[src/rtl/gpx_pkg.sv]
package gpx_pkg;
  localparam int BANK_W = 8;
  localparam int GRP_W  = 4;
  localparam int SLOT_W = 2;
  localparam int ADDR_W = GRP_W + SLOT_W;

  typedef enum logic [GRP_W-1:0] {
    GRP_MON  = 4'd0,
    GRP_DIR  = 4'd1,
    GRP_SET  = 4'd2,
    GRP_CLR  = 4'd3,
    GRP_RISE = 4'd4,
    GRP_FALL = 4'd5,
    GRP_EDGE = 4'd6,
    GRP_IEN  = 4'd7,
    GRP_STAT = 4'd8
  } grp_e;

  // Armed transitions seen between the previous and current sample.
  function automatic logic [BANK_W-1:0] edge_hits(input logic [BANK_W-1:0] now,
                                                  input logic [BANK_W-1:0] prev,
                                                  input logic [BANK_W-1:0] ren,
                                                  input logic [BANK_W-1:0] fen);
    return (now & ~prev & ren) | (~now & prev & fen);
  endfunction

  // Sticky bit update: a new hit takes precedence over a write-one clear.
  function automatic logic [BANK_W-1:0] sticky_next(input logic [BANK_W-1:0] cur,
                                                    input logic [BANK_W-1:0] clr,
                                                    input logic [BANK_W-1:0] hit);
    return (cur & ~clr) | hit;
  endfunction

  // Slot holding a given bank: the most significant bank sits in slot 0.
  function automatic logic [SLOT_W-1:0] bank_slot(input int bank, input int nbanks);
    return SLOT_W'(nbanks - 1 - bank);
  endfunction
endpackage

[src/rtl/gpx_sync.sv]
module gpx_sync #(
  parameter int WIDTH = 24
) (
  input  logic             clk,
  input  logic             rst_n,
  input  logic [WIDTH-1:0] d,
  output logic [WIDTH-1:0] q
);
  logic [WIDTH-1:0] meta_q;
  logic [WIDTH-1:0] stab_q;

  always_ff @(posedge clk or negedge rst_n) begin
    if (!rst_n) begin
      meta_q <= '0;
      stab_q <= '0;
    end else begin
      meta_q <= d;
      stab_q <= meta_q;
    end
  end

  assign q = stab_q;
endmodule

[src/rtl/gpx_bank.sv]
module gpx_bank
  import gpx_pkg::*;
(
  input  logic              clk,
  input  logic              rst_n,
  input  logic              wr_strobe,
  input  grp_e              grp,
  input  logic [BANK_W-1:0] wdata,
  input  logic [BANK_W-1:0] lvl,
  output logic [BANK_W-1:0] dir_o,
  output logic [BANK_W-1:0] out_o,
  output logic [BANK_W-1:0] ren_o,
  output logic [BANK_W-1:0] fen_o,
  output logic [BANK_W-1:0] ien_o,
  output logic [BANK_W-1:0] flag_o,
  output logic [BANK_W-1:0] stat_o,
  output logic [BANK_W-1:0] hit_o
);
  logic [BANK_W-1:0] dir_q, out_q, ren_q, fen_q, ien_q;
  logic [BANK_W-1:0] prev_q, flag_q, stat_q;
  logic [BANK_W-1:0] flag_clr, stat_clr, hit;

  assign hit      = edge_hits(lvl, prev_q, ren_q, fen_q);
  assign flag_clr = (wr_strobe && grp == GRP_EDGE) ? wdata : '0;
  assign stat_clr = (wr_strobe && grp == GRP_STAT) ? wdata : '0;

  always_ff @(posedge clk or negedge rst_n) begin
    if (!rst_n) begin
      dir_q <= '0;
      out_q <= '0;
      ren_q <= '0;
      fen_q <= '0;
      ien_q <= '0;
    end else if (wr_strobe) begin
      case (grp)
        GRP_DIR:  dir_q <= wdata;
        GRP_SET:  out_q <= out_q | wdata;
        GRP_CLR:  out_q <= out_q & ~wdata;
        GRP_RISE: ren_q <= wdata;
        GRP_FALL: fen_q <= wdata;
        GRP_IEN:  ien_q <= wdata;
        default:  ;
      endcase
    end
  end

  always_ff @(posedge clk or negedge rst_n) begin
    if (!rst_n) begin
      prev_q <= '0;
      flag_q <= '0;
      stat_q <= '0;
    end else begin
      prev_q <= lvl;
      flag_q <= sticky_next(flag_q, flag_clr, hit);
      stat_q <= sticky_next(stat_q, stat_clr, hit);
    end
  end

  assign dir_o  = dir_q;
  assign out_o  = out_q;
  assign ren_o  = ren_q;
  assign fen_o  = fen_q;
  assign ien_o  = ien_q;
  assign flag_o = flag_q;
  assign stat_o = stat_q;
  assign hit_o  = hit;
endmodule

[src/rtl/gpx_top.sv]
module gpx_top
  import gpx_pkg::*;
#(
  parameter int NUM_BANKS = 3
) (
  input  logic                          clk,
  input  logic                          rst_n,
  input  logic [ADDR_W-1:0]             addr,
  input  logic [BANK_W-1:0]             wdata,
  input  logic                          wr_en,
  input  logic                          rd_en,
  output logic [BANK_W-1:0]             rdata,
  input  logic [NUM_BANKS*BANK_W-1:0]   pin_in,
  output logic [NUM_BANKS*BANK_W-1:0]   pin_out,
  output logic [NUM_BANKS*BANK_W-1:0]   pin_oe,
  output logic                          irq
);
  localparam int NPINS = NUM_BANKS * BANK_W;

  grp_e                                grp;
  logic [SLOT_W-1:0]                   slot;
  logic [NUM_BANKS-1:0]                bank_hit;
  logic [NPINS-1:0]                    lvl_all;
  logic [NUM_BANKS-1:0][BANK_W-1:0]    dir_b, out_b, ren_b, fen_b, ien_b, flag_b, stat_b, hit_b;
  logic [NPINS-1:0]                    stat_all, ien_all, hit_all, out_all;
  logic [NPINS-1:0]                    set_wmask, clr_wmask;
  logic [BANK_W-1:0]                   rd_mux, rdata_q;
  logic                                irq_q;

  assign grp  = grp_e'(addr[ADDR_W-1:SLOT_W]);
  assign slot = addr[SLOT_W-1:0];

  gpx_sync #(.WIDTH(NPINS)) u_sync (
    .clk   (clk),
    .rst_n (rst_n),
    .d     (pin_in),
    .q     (lvl_all)
  );

  for (genvar b = 0; b < NUM_BANKS; b++) begin : g_bank
    assign bank_hit[b] = (slot == bank_slot(b, NUM_BANKS));

    gpx_bank u_bank (
      .clk       (clk),
      .rst_n     (rst_n),
      .wr_strobe (wr_en && bank_hit[b]),
      .grp       (grp),
      .wdata     (wdata),
      .lvl       (lvl_all[b*BANK_W +: BANK_W]),
      .dir_o     (dir_b[b]),
      .out_o     (out_b[b]),
      .ren_o     (ren_b[b]),
      .fen_o     (fen_b[b]),
      .ien_o     (ien_b[b]),
      .flag_o    (flag_b[b]),
      .stat_o    (stat_b[b]),
      .hit_o     (hit_b[b])
    );

    assign stat_all[b*BANK_W +: BANK_W]  = stat_b[b];
    assign ien_all[b*BANK_W +: BANK_W]   = ien_b[b];
    assign hit_all[b*BANK_W +: BANK_W]   = hit_b[b];
    assign out_all[b*BANK_W +: BANK_W]   = out_b[b];
    assign pin_oe[b*BANK_W +: BANK_W]    = dir_b[b];
    assign set_wmask[b*BANK_W +: BANK_W] = (wr_en && bank_hit[b] && grp == GRP_SET) ? wdata : '0;
    assign clr_wmask[b*BANK_W +: BANK_W] = (wr_en && bank_hit[b] && grp == GRP_CLR) ? wdata : '0;
  end

  assign pin_out = out_all;

  always_comb begin
    rd_mux = '0;
    for (int b = 0; b < NUM_BANKS; b++) begin
      if (bank_hit[b]) begin
        case (grp)
          GRP_MON:  rd_mux = lvl_all[b*BANK_W +: BANK_W];
          GRP_DIR:  rd_mux = dir_b[b];
          GRP_SET:  rd_mux = out_b[b];
          GRP_CLR:  rd_mux = out_b[b];
          GRP_RISE: rd_mux = ren_b[b];
          GRP_FALL: rd_mux = fen_b[b];
          GRP_EDGE: rd_mux = flag_b[b];
          GRP_IEN:  rd_mux = ien_b[b];
          GRP_STAT: rd_mux = stat_b[b];
          default:  rd_mux = '0;
        endcase
      end
    end
  end

  always_ff @(posedge clk or negedge rst_n) begin
    if (!rst_n) begin
      rdata_q <= '0;
      irq_q   <= 1'b0;
    end else begin
      if (rd_en) rdata_q <= rd_mux;
      irq_q <= |(stat_all & ien_all);
    end
  end

  assign rdata = rdata_q;
  assign irq   = irq_q;
endmodule

[config.mk]
export PLATFORM = sky130hd
export DESIGN_NAME = gpx_top
export DESIGN_NICKNAME = d
export VERILOG_FILES = /design/src/rtl/gpx_pkg.sv /design/src/rtl/gpx_sync.sv /design/src/rtl/gpx_bank.sv /design/src/rtl/gpx_top.sv
export SDC_FILE = /design/constraint.sdc
export NUM_CORES = 1
export LEC_CHECK = 0
export ABC_AREA = 1
export BUFFER_PORTS_ARGS = -buffer_cell sky130_fd_sc_hd__buf_2
export CORE_ASPECT_RATIO = 0.5
export CORE_MARGIN = 8
export CORE_UTILIZATION = 30
export CTS_BUF_LIST = sky130_fd_sc_hd__clkbuf_4 sky130_fd_sc_hd__clkbuf_8
export DETAILED_ROUTE_END_ITERATION = 8
export PLACE_DENSITY = 0.5
export SKIP_LAST_GASP = 1
export SLEW_MARGIN = 20
export SYNTH_ARGS = -nofsm -noshare
export SYNTH_HDL_FRONTEND = slang
export SYNTH_HIERARCHICAL = 1
export SYNTH_SLANG_ARGS = --single-unit
[constraint.sdc]
create_clock -name clk -period 1.2 [get_ports clk]
set_clock_uncertainty 0.05 [all_clocks]
set_input_delay 0.12 -clock clk [delete_from_list [all_inputs] [get_ports clk]]
set_output_delay 0.12 -clock clk [all_outputs]
set_load 0.005 [all_outputs]
==> summary.txt, run 1 <==
Pleak: 8.28 nW
drt pass-1 iters: 5
Least-Margin Pin Slew: 0.519 ns
worst hold slack: -0.0759 ns
I/O Buffers: 98
Die Ht: 154 um
GRT busiest layer: met2
startpoint types: register
CTS Hold Buffers Added: 36
unrepaired setup endpoints after global routing: yes
Hold Crit Class: input pin to asynchronous set/reset pin
data arrival time of the worst path: 1.21 ns
Mapped Nets: 1412
failing checks: hold timing, setup timing
number of global-route vias before repair: 11.1k
Iter 0 DRT Violations: 636
status: finished, violations left
Min Clock Period, post-route: 1.38 ns
GRT Total Usage: 18.7%
Cell Pwr Density: 1330 nW/um^2
Syn Inst Count: 1370
RePlAce Congestion: 0.878
commonest non-fill, non-tap cell in the layout: nand2_1
DIE AREA: 45200 um^2
detailed-route via count: 10.9k
M3 GR Usage: 3.43%
CTS sink cnt: 249
final count of negative-setup-slack endpoints: 66
post-DR vias/cell: 4.70
peak supply drop: 0.000458 V
Req. time, crit path: 1.03 ns
CP max-delay cell: dfrtp_1
# placed instances: 2168
Final ANT Viol Nets: 0
Inserted Clock Buffers: 41
Most common cell on crit path: buf_6
YS warnings: 6
Worst slew margin: 65.3%
final std cells w/o fill: 2315
fmax: 726 MHz
H-tree Lvls: 2
# IOs: 99
CP max FO: 2
met2 Use GR: 29.9%
P&R area growth vs syn: 44.0%
Root Buffer: clkbuf_8
wire length per cell: 18.3 um
WL final: 42500 um
CTS Buffer Depth: 3
setup ws final: -0.177 ns
detailed placement HPWL: 30500 um
Skew-Pair Late Insertion Delay: 0.57 ns
global routing met1 resource utilization: 25.7%
Setup TNS: -6.17 ns
Die W: 293 um
total gr overflow: 0
initial antenna violation count: 0
CP max stage delay: 0.40 ns
largest net degree at the start of global routing: 59
Post-layout nets: 1812
fraction of layout cells with a size suffix above 1: 32.5%
Core ar.: 37600 um^2
critical path type: register to primary output
final hold violations: 15
ant diodes: 0
first-pass GRT wire length: 65600 um
CTS tree: built
Final Cycle Share: 115%
Setup crit end kind: primary output
syn avg cell area: 8.39 um^2
Initial Util: 30.6%
Critical Path, Cell by Cell: buf_6, buf_6
Post-Synthesis Cell Area: 11500 um^2
Residual DRC: 0
Pins Over Slew Limit: 0
row count: 50
most frequent cells in the layout: 446 x nand2_1, 249 x dfrtp_1, 197 x buf_4
Max-cap violations: 0
Reg clk slew, reported paths: 0.06 ns
[flip-flops by register name (all words and copies together), names as in the netlist, named ones only]
signal and count:
g_bank.u_bank/dir_o 24, g_bank.u_bank/fen_o 24, g_bank.u_bank/flag_o 24, g_bank.u_bank/ien_o 24, g_bank.u_bank/prev_q 24, g_bank.u_bank/ren_o 24, g_bank.u_bank/stat_o 24, irq 1
rdata 8, u_sync/meta_q 24, u_sync/q 24
[metrics by stage]
| step | hold WS (ns) | power (W) | cell area, um^2 | setup WS, ns | util (%) |
|---|---|---|---|---|---|
| after detailed placement | -0.0823 | 0.0134 | 14400 | -0.659 | 38.4 |
| final | -0.0759 | 0.0219 | 16500 | -0.177 | 44.0 |
| after global placement | -0.0826 | 0.0134 | 14400 | -0.629 | 38.4 |
| after CTS | 0.0237 | 0.0221 | 16300 | -0.212 | 43.3 |
| after floorplan | -0.226 | 0.0111 | 11600 | -0.300 | - |
| after global routing | -0.0917 | 0.0230 | 16500 | -0.221 | 44.0 |
[where the power goes]
group / internal (W) / switching (W) / leakage, nW / total, W
clock: 0.00433 / 0.00353 / 0.447 / 0.00785
sequential: 0.00914 / 0.000555 / 2.97 / 0.00970
combinational: 0.00219 / 0.00220 / 4.87 / 0.00438
total: 0.0157 / 0.00628 / 8.28 / 0.0219
[routing by layer]
layer	up-vias	wire, um
li1	5312	-
met1	5237	20100
met2	262	19300
met3	67	2100
met4	0	1010
met5	-	0
[worst paths after layout]
kind / startpoint / end / slack (ns) / cells after the start
worst min register to register: u_sync/meta_q[15] / u_sync/q[15] / 0.30 / 0
worst max-delay path: g_bank[0].u_bank/dir_o[3] / pin_oe[3] / -0.18 / 2
worst max register to register: g_bank[1].u_bank/ien_o[1] / irq / -0.17 / 4
worst min-delay path: rst_n / g_bank[1].u_bank/prev_q[0] / -0.08 / 2
min in group clk: addr[1] / rdata[7] / 0.08 / 7
max in group asynchronous: rst_n / g_bank[2].u_bank/dir_o[7] / 0.57 / 4
[area by class of cell]
| cell class | instances | area [um^2] |
|---|---|---|
| fillers | 3753 | 21100 |
| multi-input cells | 984 | 4950 |
| clock buffers | 65 | 826 |
| flip-flops and latches | 249 | 6230 |
| inverters | 93 | 374 |
| clock inverters | 3 | 17.5 |
| well taps | 520 | 651 |
| repair buffers | 401 | 3500 |
[worst max-delay path, delay by kind of cell, from the launching register on]
family / cells / cell delay [ns]
buffers and inverters: 2 / 0.24
DFF: 1 / 0.40
[what timing repair did]
item,in CTS,in global routing
hold endpoints to repair,325,15
setup endpoints to repair,66,81
buffers inserted,42,8
gates resized for setup,80,65
pin swaps,52,71
Note: power is estimated with default switching activity, not from simulation.
==> run 2, diff against run 1 <==
--- a/config.mk
+++ b/config.mk
@@ -8,7 +8,7 @@
 export ABC_AREA = 1
 export BUFFER_PORTS_ARGS = -buffer_cell sky130_fd_sc_hd__buf_2
 export CORE_ASPECT_RATIO = 0.5
-export CORE_MARGIN = 8
+export CORE_MARGIN = 4
 export CORE_UTILIZATION = 30
 export CTS_BUF_LIST = sky130_fd_sc_hd__clkbuf_4 sky130_fd_sc_hd__clkbuf_8
 export DETAILED_ROUTE_END_ITERATION = 8
==> run 2 against run 1 <==
  * The flow still finishes with violations (hold timing, setup timing)
  * Cell area fell by 1.4%
  * Critical path depth did not move
  * Setup slack improved by 0.017 ns
  * Hold slack worse by 0.0016 ns
  * Count of clock-buffer cells in the layout down 1
  * Final cell count down 0.82%
  * Sequential share of layout area grew 0.54 points
  * Routed wire length down 2.0%
  * Combinational power down 6.6%
  * Die area shrank 7.8%
  * Sequential cell count stayed put
  * Maximum frequency increased by 1.3%
  * Largest cell class unchanged
  * Largest power group unchanged
  * Highest routed layer unchanged
==> summary.txt, run 2 (synthesis results as in run 1) <==
Critical Path, Cell by Cell: buf_6, buf_6
startpoint types: register
Worst slew margin: 74.8% (+9.5 points)
CP max-delay cell: dfrtp_1
unrepaired setup endpoints after global routing: yes
row count: 50 (unchanged)
failing checks: hold timing, setup timing
final count of negative-setup-slack endpoints: 66 (unchanged)
Root Buffer: clkbuf_8
FILL cells: 3768 (+0.40%)
Pleak: 8.21 nW (-0.94%)
top routing layer used: met4
critical path type: register to primary output
Inserted Clock Buffers: 41 (unchanged)
peak supply drop: 0.000699 V (+53%)
status: finished, violations left
setup ws final: -0.159 ns (+0.0174 ns)
Die W: 285 um (-2.7%)
# IOs: 99 (unchanged)
CTS Buffer Depth: 3 (unchanged)
CP delay by family, top: flip-flops
final hold violations: 16 (+1)
wire length per cell: 18.1 um (-1.2%)
Residual DRC: 0 (unchanged)
WL final: 41600 um (-2.0%)
Skew-Pair Late Insertion Delay: 0.57 ns (about the same)
Reg clk slew, reported paths: 0.06 ns (about the same)
H-tree Lvls: 2 (unchanged)
DR WL met3: 2070 um (-1.4%)
commonest non-fill, non-tap cell in the layout: nand2_1
Die Ht: 146 um (-5.2%)
M1 wire length: 20100 um (-0.26%)
Req. time, crit path: 1.03 ns (about the same)
DIE AREA: 41700 um^2 (-7.8%)
Final ANT Viol Nets: 0 (unchanged)
Iter 0 DRT Violations: 837 (+32%)
CP max stage delay: 0.40 ns (about the same)
CTS tree: built
Pins Over Slew Limit: 0 (unchanged)
data arrival time of the worst path: 1.19 ns (-0.02 ns)
first-pass GRT wire length: 64400 um (-1.8%)
FF/Latch Area: 6230 um^2 (about the same)
worst hold slack: -0.0775 ns (-0.00156 ns)
fin util: 43.4% (-0.61 points)
I/O Buffers: 98 (unchanged)
Initial Util: 30.6% (unchanged)
GRT Total Usage: 19.9% (+1.3 points)
Core ar.: 37600 um^2 (unchanged)
detailed-route via count: 10.8k (-0.28%)
Cell Pwr Density: 1350 nW/um^2 (+2.1%)
Least-Margin Pin Slew: 0.378 ns (-0.141 ns)
Final Cycle Share: 113% (-1.4 points)
Buf/Inv on CP: 2 (unchanged)
met2 routed wirelength: 19000 um (-1.5%)
Hold Crit Class: input pin to asynchronous set/reset pin
multi-input logic area: 4910 um^2 (-0.73%)
total gr overflow: 0 (unchanged)
post-DR vias/cell: 4.72 (+0.55%)
CP max FO: 2 (unchanged)
Min Clock Period, post-route: 1.36 ns (-0.0174 ns)
CTS Hold Buffers Added: 37 (+2.8%)
largest net degree at the start of global routing: 68 (+15%)
fmax: 736 MHz (+1.3%)
most frequent cells in the layout: 451 x nand2_1, 248 x dfrtp_1, 190 x buf_4
Setup crit end kind: primary output
Post-layout nets: 1789 (-1.3%)
P&R area growth vs syn: 42.0%
drt pass-1 iters: 5 (unchanged)
initial antenna violation count: 0 (unchanged)
Max-cap violations: 0 (unchanged)
Most common cell on crit path: buf_6
number of global-route vias before repair: 10.6k (-4.4%)
RePlAce Congestion: 0.865 (-1.5%)
fraction of layout cells with a size suffix above 1: 30.8% (-1.7 points)
detailed placement HPWL: 29600 um (-2.9%)
CTS sink cnt: 249 (unchanged)
run 2: worst register-to-register path, delay by kind of cell (launching register included):
family / cells / cell delay (ns)
buf+inv: 1 / 0.13
flops: 1 / 0.38
simple gates: 4 / 0.65
run 2: area by class of cell:
type                    instances  area share (%)
clock buffers                  64            4.79
inverters                      93            2.29
flip-flops and latches        249            38.2
multi-input cells             984            30.1
well taps                     520            3.99
repair buffers                378            19.9
diodes                          1          0.0153
clock inverters                 7           0.690
run 2: worst paths after layout:
| path | slack [ns] | startpoint | to | cells after the start |
|---|---|---|---|---|
| hold reg to reg | 0.29 | u_sync/meta_q[3] | u_sync/q[3] | 0 |
| min in group clk | 0.04 | addr[1] | rdata[0] | 5 |
| hold / removal | -0.08 | rst_n | u_sync/meta_q[8] | 2 |
| setup / recovery | -0.16 | g_bank[1].u_bank/dir_o[1] | pin_oe[9] | 2 |
| setup reg to reg | -0.12 | g_bank[0].u_bank/ien_o[0] | irq | 5 |
| max in group asynchronous | 0.55 | rst_n | g_bank[2].u_bank/stat_o[3] | 3 |
run 2: stage by stage:
| step | std cells | setup slack [ns] | instance area (um^2) | TNS (ns) | power [W] |
|---|---|---|---|---|---|
| 5_1_grt | 2295 | -0.218 | 16300 | -9.38 | 0.0232 |
| 4_1_cts | 2288 | -0.197 | 16100 | -10.76 | 0.0222 |
| 3_5_place_dp | 2150 | -0.490 | 14300 | -53.45 | 0.0132 |
| 6_report | 2296 | -0.159 | 16300 | -5.58 | 0.0221 |
| 2_1_floorplan | 1370 | -0.300 | 11600 | -17.34 | 0.0111 |
| 3_3_place_gp | 2150 | -0.510 | 14300 | -51.59 | 0.0132 |
run 2: metal layers:
metal / global-route usage (%) / vias to the layer above
li1: - / 5279
met1: 29.4 / 5265
met2: 31.3 / 261
met3: 3.01 / 43
met4: 3.86 / 0
met5: 0 / -
run 2: power by group:
part	leakage, nW	total [W]	switching (W)	internal (W)
Clock	0.473	0.00829	0.00352	0.00477
Combinational	4.77	0.00409	0.00210	0.00198
Sequential	2.97	0.00970	0.000555	0.00914
Total	8.21	0.0221	0.00618	0.0159
run 2: timing repair:
action,in CTS,in global routing
endpoints found under the hold margin,328,16
buffers inserted,35,8
endpoints found under the setup margin,65,82
gates resized for setup,65,42
pin swaps,25,49
==> run 3, diff against run 2 <==
--- a/config.mk
+++ b/config.mk
@@ -12,7 +12,7 @@
 export CORE_UTILIZATION = 30
 export CTS_BUF_LIST = sky130_fd_sc_hd__clkbuf_4 sky130_fd_sc_hd__clkbuf_8
 export DETAILED_ROUTE_END_ITERATION = 8
-export PLACE_DENSITY = 0.5
+export PLACE_DENSITY = 0.53
 export SKIP_LAST_GASP = 1
 export SLEW_MARGIN = 20
 export SYNTH_ARGS = -nofsm -noshare
==> run 3 against run 2 <==
  * The run ends with setup timing left
  * Non-clock buffer count is 20 higher
  * Routed wire length is 1.8% lower
  * Sequential power is essentially flat
  * Die area did not move
  * Largest cell class unchanged
  * Maximum frequency fell by 2.4%
  * Global-route usage fell by 0.53 points
  * Combinational power rose by 2%
  * Setup slack worse by 0.034 ns
  * Via count is 0.65% higher
  * Count of clock-buffer cells in the layout is 3 higher
  * Clock power grew 2%
  * First-iteration DRC count is 5.6% higher
==> summary.txt, run 3 (synthesis results as in run 1) <==
P&R area growth vs syn: 43.7%
most frequent cells in the layout: 444 x nand2_1, 249 x dfrtp_1, 209 x buf_4
H-tree Lvls: 2 (unchanged)
Core ar.: 37600 um^2 (unchanged)
detailed placement HPWL: 29000 um (-1.9%)
Die W: 285 um (unchanged)
Setup crit end kind: primary output
detailed-route via count: 10.9k (+0.65%)
unrepaired setup endpoints after global routing: yes
final hold violations: 0 (-16)
drt pass-1 iters: 6 (+1)
setup slack at placement: -0.493 ns (-0.00229 ns)
post-DR vias/cell: 4.71 (-0.39%)
CTS sink cnt: 249 (unchanged)
RePlAce Congestion: 0.883 (+2.1%)
CTS Buffer Depth: 3 (unchanged)
FF/Latch Area: 6230 um^2 (about the same)
Reg clk slew, reported paths: 0.07 ns (about the same)
Min Clock Period, post-route: 1.39 ns (+0.0338 ns)
Final ANT Viol Nets: 0 (unchanged)
Inserted Clock Buffers: 42 (+2.4%)
final count of negative-setup-slack endpoints: 65 (-1.5%)
fmax: 718 MHz (-2.4%)
CP max-delay cell: dfrtp_1
Cell Pwr Density: 1350 nW/um^2 (-0.16%)
Pint: 0.0160 W (+0.62%)
Final Cycle Share: 116% (+2.8 points)
largest net degree at the start of global routing: 50 (-26%)
Hold Startpoint: rd_en
peak supply drop: 0.000510 V (-27%)
status: finished, violations left
Comb pwr share: 18.7% (+0.2 points)
initial antenna violation count: 0 (unchanged)
FILL cells: 3715 (-1.4%)
Skew-Pair Late Insertion Delay: 0.59 ns (+0.02 ns)
critical path type: register to primary output
fraction of layout cells with a size suffix above 1: 32.4% (+1.6 points)
commonest non-fill, non-tap cell in the layout: nand2_1
first-pass GRT wire length: 63100 um (-2.0%)
cell depth of the worst hold path: 5
GRT Total Usage: 19.4% (-0.53 points)
Root Buffer: clkbuf_8
r2r setup slk: -0.17 ns (-0.05 ns)
r2r startpoint: g_bank[0].u_bank/stat_o[4]
Iter 0 DRT Violations: 884 (+5.6%)
WL final: 40900 um (-1.8%)
DIE AREA: 41700 um^2 (unchanged)
total gr overflow: 0 (unchanged)
Hold Crit Class: input pin to register
Critical Path, Cell by Cell: buf_6, buf_6
# IOs: 99 (unchanged)
startpoint types: register
multi-input logic area: 4920 um^2 (+0.23%)
Clk pwr share: 37.9% (+0.4 points)
r2r endpoint: irq
number of global-route vias before repair: 10.8k (+2.2%)
post-route cell area: 16500 um^2 (+1.2%)
Req. time, crit path: 1.03 ns (about the same)
data arrival time of the worst path: 1.22 ns (+0.03 ns)
Reg2Reg Depth: 4 (-1)
sw frac: 28.3% (+0.29 points)
Buf/Inv on CP: 2 (unchanged)
CP delay by family, top: flip-flops
Hold Path Sink: rdata[6]
Post-layout nets: 1810 (+1.2%)
Pleak: 8.33 nW (+1.5%)
CP max FO: 2 (unchanged)
Most common cell on crit path: buf_6
wire length per cell: 17.6 um (-2.8%)
failing checks: setup timing
Residual DRC: 0 (unchanged)
ant diodes: 0 (-1)
Reg power frac: 43.4% (-0.5 points)
CP max stage delay: 0.39 ns (about the same)
row count: 50 (unchanged)
Initial Util: 30.6% (unchanged)
Die Ht: 146 um (unchanged)
Worst slew margin: 76.6% (+1.8 points)
Max-cap violations: 0 (unchanged)
CTS tree: built
I/O Buffers: 98 (unchanged)
Least-Margin Pin Slew: 0.351 ns (-0.0271 ns)
Pins Over Slew Limit: 0 (unchanged)
Area after DPL: 14300 um^2 (about the same)
switching pwr: 0.00631 W (+2.1%)
setup ws final: -0.193 ns (-0.0338 ns)
## run 3: changes by cell type in the layout (fill, tap and decap cells not counted), sizes merged
cell,before,now
buf,342,362
clkbuf,64,69
clkinv,8,12
bufinv,3,1
dlygate4sd3,36,34
diode,1,0
## run 3: timing repair
action	CTS	global route
hold buffers	35	0
endpoints found under the setup margin	66	207
gates resized for setup	68	52
endpoints found under the hold margin	326	0
pin swaps	37	59
setup buffers	47	4
gates cloned	0	2
## run 3: through the flow
step / power, W / cells / setup TNS [ns] / util (%) / hold slack [ns]
3_5_place_dp: 0.0132 / 2158 / -59.81 / 38.1 / -0.0240
3_3_place_gp: 0.0132 / 2158 / -53.75 / 38.1 / -0.0251
5_1_grt: 0.0234 / 2320 / -9.07 / 43.9 / 0.0571
2_1_floorplan: 0.0111 / 1370 / -17.34 / - / -0.226
6_report: 0.0223 / 2320 / -6.03 / 43.9 / 0.0513
4_1_cts: 0.0224 / 2315 / -7.84 / 43.2 / 0.0190
## run 3: layout make-up
| cell class | instances | share of cell area (%) |
|---|---|---|
| clock buffer | 67 | 5.25 |
| sequential | 249 | 37.7 |
| timing repair buffer | 398 | 20.5 |
| multi-input combinational | 984 | 29.8 |
| clock inverter | 9 | 0.440 |
| tap | 520 | 3.94 |
| inverter | 93 | 2.27 |
## run 3: worst max-delay path by stage
stage | startpoint | endpoint | slack (ns) | cells after the start
6_report | register | pin_out[7] | -0.19 | 2
4_1_cts | register | pin_out[7] | -0.23 | 2
3_3_place_gp | addr[2] | rdata[6] | -0.53 | 13
2_1_floorplan | addr[1] | g_bank[2].u_bank/dir_o[6] | -0.30 | 11
3_5_place_dp | addr[2] | rdata[6] | -0.49 | 13
5_1_grt | g_bank[1].u_bank/dir_o[6] | pin_oe[14] | -0.24 | 2
## run 3: worst min-delay path, stage by stage
cell      delay, ns
buf_2          0.10
clkinv_1       0.11
buf_4          0.21
nand2_1        0.06
nand2_1        0.06
## run 3: power by group through the flow
stage               logic, W  clock network (W)  registers (W)
finish               0.00418            0.00846        0.00967
CTS                  0.00406            0.00865        0.00965
detailed placement   0.00336                  0        0.00983
floorplan            0.00132                  0        0.00975
global route         0.00457            0.00904        0.00976
global placement     0.00334                  0        0.00983
## run 3: metal layers
metal	up-vias	GRT usage, %	part of all wire, %
li1	5313	-	-
met1	5250	27.2	46
met2	300	30.8	46
met3	56	4.13	6.2
met4	0	4.86	1.8
met5	-	0	0
